### src/rtl/bsq_pkg.sv
package bsq_pkg;
  localparam logic [2:0] BL_FULL = 3'b111;

  typedef struct packed {
    logic [1:0] lg;    // log2 of burst length (0..3)
    logic       full;  // full-page burst
    logic       err;   // reserved mode requested
  } bsq_len_t;
endpackage

### src/rtl/bsq_mode_dec.sv
module bsq_mode_dec
  import bsq_pkg::*;
(
  input  logic [2:0] code_i,
  input  logic       itype_i,
  input  logic       wbm_i,
  input  logic       write_i,
  output bsq_len_t   len_o
);
  always_comb begin
    len_o = '0;
    if (code_i[2] == 1'b0) begin
      len_o.lg = code_i[1:0];
    end else if (code_i == BL_FULL && !itype_i) begin
      len_o.full = 1'b1;
    end else begin
      len_o.err = 1'b1;
    end
    if (wbm_i && write_i) begin
      len_o.lg   = 2'd0;
      len_o.full = 1'b0;
    end
  end
endmodule

### src/rtl/bsq_addr_gen.sv
module bsq_addr_gen #(
  parameter int COL_W = 9
) (
  input  logic [COL_W-1:0] base_i,
  input  logic [COL_W-1:0] beat_i,
  input  logic [1:0]       lg_i,
  input  logic             full_i,
  input  logic             itype_i,
  output logic [COL_W-1:0] col_o,
  output logic [COL_W-1:0] end_o
);
  logic [COL_W-1:0] mask;
  logic [COL_W-1:0] low;

  always_comb begin
    mask  = full_i ? '1 : ((COL_W'(1) << lg_i) - COL_W'(1));
    low   = itype_i ? (base_i ^ beat_i) : (base_i + beat_i);
    col_o = (base_i & ~mask) | (low & mask);
    end_o = mask;  // beat index of natural last beat
  end
endmodule

### src/rtl/burst_col_seq.sv
module burst_col_seq
  import bsq_pkg::*;
#(
  parameter int COL_W = 9
) (
  input  logic             clk_i,
  input  logic             rst_ni,
  input  logic             start_i,
  input  logic             write_i,
  input  logic [COL_W-1:0] col_i,
  input  logic [2:0]       bl_code_i,
  input  logic             itype_i,
  input  logic             wbm_i,
  input  logic             term_i,
  output logic [COL_W-1:0] col_o,
  output logic             busy_o,
  output logic             last_o,
  output logic             err_o
);
  bsq_len_t         len_d, len_q;
  logic             busy_q, itype_q;
  logic [COL_W-1:0] base_q, beat_q, end_beat;

  bsq_mode_dec i_dec (
    .code_i  (bl_code_i),
    .itype_i (itype_i),
    .wbm_i   (wbm_i),
    .write_i (write_i),
    .len_o   (len_d)
  );

  bsq_addr_gen #(.COL_W(COL_W)) i_gen (
    .base_i  (base_q),
    .beat_i  (beat_q),
    .lg_i    (len_q.lg),
    .full_i  (len_q.full),
    .itype_i (itype_q),
    .col_o   (col_o),
    .end_o   (end_beat)
  );

  always_comb begin
    last_o = busy_q && (term_i || (!len_q.full && beat_q == end_beat));
    busy_o = busy_q;
    err_o  = busy_q && len_q.err;
  end

  always_ff @(posedge clk_i or negedge rst_ni) begin
    if (!rst_ni) begin
      busy_q  <= 1'b0;
      itype_q <= 1'b0;
      base_q  <= '0;
      beat_q  <= '0;
      len_q   <= '0;
    end else if (!busy_q) begin
      if (start_i) begin
        busy_q  <= 1'b1;
        itype_q <= itype_i;
        base_q  <= col_i;
        beat_q  <= '0;
        len_q   <= len_d;
      end
    end else if (last_o) begin
      busy_q <= 1'b0;
    end else begin
      beat_q <= beat_q + COL_W'(1);
    end
  end

  AST_LAST_DROPS_BUSY: assert property (@(posedge clk_i) disable iff (!rst_ni)
    last_o |=> !busy_o);
  AST_ERR_SINGLE_BEAT: assert property (@(posedge clk_i) disable iff (!rst_ni)
    err_o |-> last_o);
  AST_BLOCK_FIXED: assert property (@(posedge clk_i) disable iff (!rst_ni)
    busy_o && $past(busy_o) && !len_q.full |-> $stable(col_o[COL_W-1:3]));
  AST_START_IGNORED: assert property (@(posedge clk_i) disable iff (!rst_ni)
    busy_o && !last_o && start_i |=> busy_o && $stable(base_q));
  AST_PAGE_STEP: assert property (@(posedge clk_i) disable iff (!rst_ni)
    busy_o && len_q.full && !last_o |=> col_o == $past(col_o) + COL_W'(1));
endmodule

### config.mk
export PLATFORM = sky130hd
export DESIGN_NAME = burst_col_seq
export DESIGN_NICKNAME = d
export VERILOG_FILES = /design/src/rtl/bsq_pkg.sv /design/src/rtl/bsq_mode_dec.sv /design/src/rtl/bsq_addr_gen.sv /design/src/rtl/burst_col_seq.sv
export SDC_FILE = /design/constraint.sdc
export NUM_CORES = 1
export LEC_CHECK = 0
export ABC_AREA = 1
export BUFFER_PORTS_ARGS = -buffer_cell sky130_fd_sc_hd__buf_2
export CAP_MARGIN = 5
export CORE_MARGIN = 4
export CORE_UTILIZATION = 55
export DETAILED_ROUTE_END_ITERATION = 7
export PLACE_DENSITY = 0.79
export SYNTH_ARGS = -nofsm -noshare
export SYNTH_HDL_FRONTEND = slang
export SYNTH_SLANG_ARGS = --single-unit
### constraint.sdc
create_clock -name clk_i -period 2.3 [get_ports clk_i]
set_input_delay 0.115 -clock clk_i [delete_from_list [all_inputs] [get_ports clk_i]]
set_output_delay 0.115 -clock clk_i [all_outputs]
set_load 0.01 [all_outputs]
==> impl_metrics.yaml <==
drt:
  drc_errors: 0
  wl_met2_mm: 2.02
  wl_per_cell_um: 12.2
  dr.max_layer_used: "met4"
  met3WireLength_um: 243
  ant_nets: 0
  wl_mm: 4.15
  viasPerCell: 5.06
  firstDrtPassIters: 4
  vias: 1720
  met1_length_mm: 1.80
  initialDrtViolationCount: 66
setup_path:
  worstReg2RegEnd: "beat_q[8]"
  rr_worst_depth: 10
  end_kind: "primary output"
  crit_fanout: 6
  cp.arrival_ns: 2.08
  required_ns: 2.18
  crit_type: "flip-flop to primary output"
  crit-reg2reg-launch: "len_q[3]"
  r2r_slack_ns: 0.32
  worstSetupStartpointType: "flip-flop"
final_layout:
  drive_gt1_share_pct: 19.3
  syn_to_final_growth_pct: 22.6
  final_common_cell: "nand2_1"
  final_cell_mix: "90 x nand2_1, 31 x inv_1, 30 x buf_2"
  fillers: 273
  utilization_pct: 70.0
  nets: 326
placed_design:
  portBuffers: 30
  gp_congestion: 0.901
  hpwl_mm: 2.85
cts:
  cts.htree.levels: 1
  clock-sinks: 24
  clk_pin_slew_worst_paths_ns: 0.14
  clock_path_buffers: 2
  cts_root_buf: "clkbuf_4"
  clk-insertion-delay-late_ns: 0.33
  cts_buffers: 3
  cts_tree: "yes"
floorplan:
  core_um2: 3030
  start_util_pct: 57.1
  rows: 20
  die_area_um2: 4100
  die_width_um: 64.1
  die_y_um: 64.1
  pin_count: 31
yosys:
  ys_async_sr_fraction_pct: 100
  syn_area_um2: 1730
  seq_area_frac_synth_pct: 34.8
  synthFlopType: "dfrtp_1"
  synth_fp_nets: 279
  syn_avg_cell_area_um2: 6.94
  ys_warn_count: 0
  synth_cells: 249
  synth_enable_flop_cells: 0
  yosys.area.top_type: "dfrtp_1"
  synth_area_leaders: "dfrtp_1 35%, nand2_1 20%, nand3_1 7.5%"
  synth.ff_latch_count: 24
  yosysUniqueCellTypes: 23
  synth_top_area_share_pct: 34.8
timing:
  fin_skew_ns: 0.0135
  hold_violations: 0
  setup_viol: 0
  max_slew_margin_pct: 63.0
  whs_ns: 0.0344
  finalCritPeriodShare_pct: 95.3
  timing.fmax_ghz: 0.456
  slew_violations: 0
  worst_slew_pin_slew_ns: 0.556
  post-route-min-period_ns: 2.19
outcome:
  run_status: "finished clean"
min_path:
  hold_depth: 3
  hold_end: "len_q[3]"
  hold_path_startpoint: "bl_code_i[1]"
  hp-class: "input port to flip-flop"
pwr:
  power.density_nw_per_um2: 989
  ir_drop_mv: 0.578
  leakagePower_nw: 1.22
global_routing:
  antenna_found_initial: 0
  grt_remaining_overflow: 0
  track_usage_pct: 22.2
  grt_pass1_wl_mm: 7.22
  grt_pass1_vias: 1635
  grt_max_degree: 25
run:
  cap_violations: 0
-- critical path: stages (launching register included) --
cell and delay, ns:
dfrtp_2 0.48, ha_1 0.37, nand2_1 0.09, inv_1 0.03
o21ai_0 0.24, nand2_2 0.11, nand2_2 0.07, nand2_1 0.04
nand2_1 0.05, nand2_1 0.05, nand2_1 0.05, nand2_1 0.04
buf_2 0.13
-- kinds of logic after synthesis --
| kind of cell | synth area share [%] |
|---|---|
| xor+xnor | 5.58 |
| flops | 34.8 |
| fa+ha+maj | 8.40 |
| buf+inv | 8.69 |
| simple gates | 35.4 |
| compound gates | 7.17 |
-- metal layers --
| layer | up-vias | global-route usage, % |
|---|---|---|
| li1 | 879 | - |
| met1 | 780 | 28.5 |
| met4 | 0 | 8.63 |
| met2 | 50 | 37.9 |
| met5 | - | 0 |
| met3 | 11 | 2.64 |
-- cells in the mapped netlist, types with 3 or more instances --
| cell | n |
|---|---|
| a21oi_1 | 9 |
| buf_2 | 3 |
| dfrtp_1 | 24 |
| ha_1 | 10 |
| inv_1 | 31 |
| nand2_1 | 92 |
| nand3_1 | 26 |
| nand4_1 | 3 |
| nor2_1 | 15 |
| o21ai_0 | 9 |
| o22ai_1 | 3 |
| xnor2_1 | 3 |
| xor2_1 | 8 |
-- timing repair --
action                                  CTS  global route
buffers inserted                          0             4
hold endpoints to repair                 33             0
hold buffers                             10             0
endpoints found under the setup margin    0             3
gates resized for setup                   0             8
-- worst max-delay path by stage --
stage	end	slack [ns]	startpoint
floorplan	col_o[6]	0.51	beat_q[0]
global placement	col_o[8]	0.42	beat_q[0]
detailed placement	col_o[8]	0.40	beat_q[0]
CTS	col_o[8]	0.005	beat_q[0]
global route	col_o[8]	-0.03	beat_q[5]
finish	col_o[8]	0.11	beat_q[5]
-- metrics by stage --
step	total power, mW	instance area (um2)	cells	worst slack [ns]	setup TNS, ns
2_1_floorplan	1.47	1730	249	0.514	0
3_3_place_gp	1.78	1920	321	0.419	0
3_5_place_dp	1.80	1920	321	0.403	0
4_1_cts	2.05	2060	335	0.00459	0
5_1_grt	2.30	2120	339	-0.0288	-0.0288
6_report	2.10	2120	340	0.109	0
-- sequential cells by signal, indices dropped and copies added (netlist names) --
register	count
len_q	4
itype_q	1
beat_q	9
busy_o	1
base_q	9
-- where the power goes --
part,internal (mW),switching (mW),leakage (nW)
registers,0.550,0.158,0.309
clock network,0.0970,0.134,0.0210
logic,0.466,0.689,0.888
-- cell type report --
type                    instances  area [um2]  area share, %
diodes                          1        2.50          0.118
clock buffers                   4        36.3           1.71
inverters                      33         124           5.85
multi-input cells             188        1000           47.3
flip-flops and latches         24         603           28.5
well taps                      44        55.1           2.60
repair buffers                 46         295           13.9
Note: power is estimated with default switching activity, not from simulation.
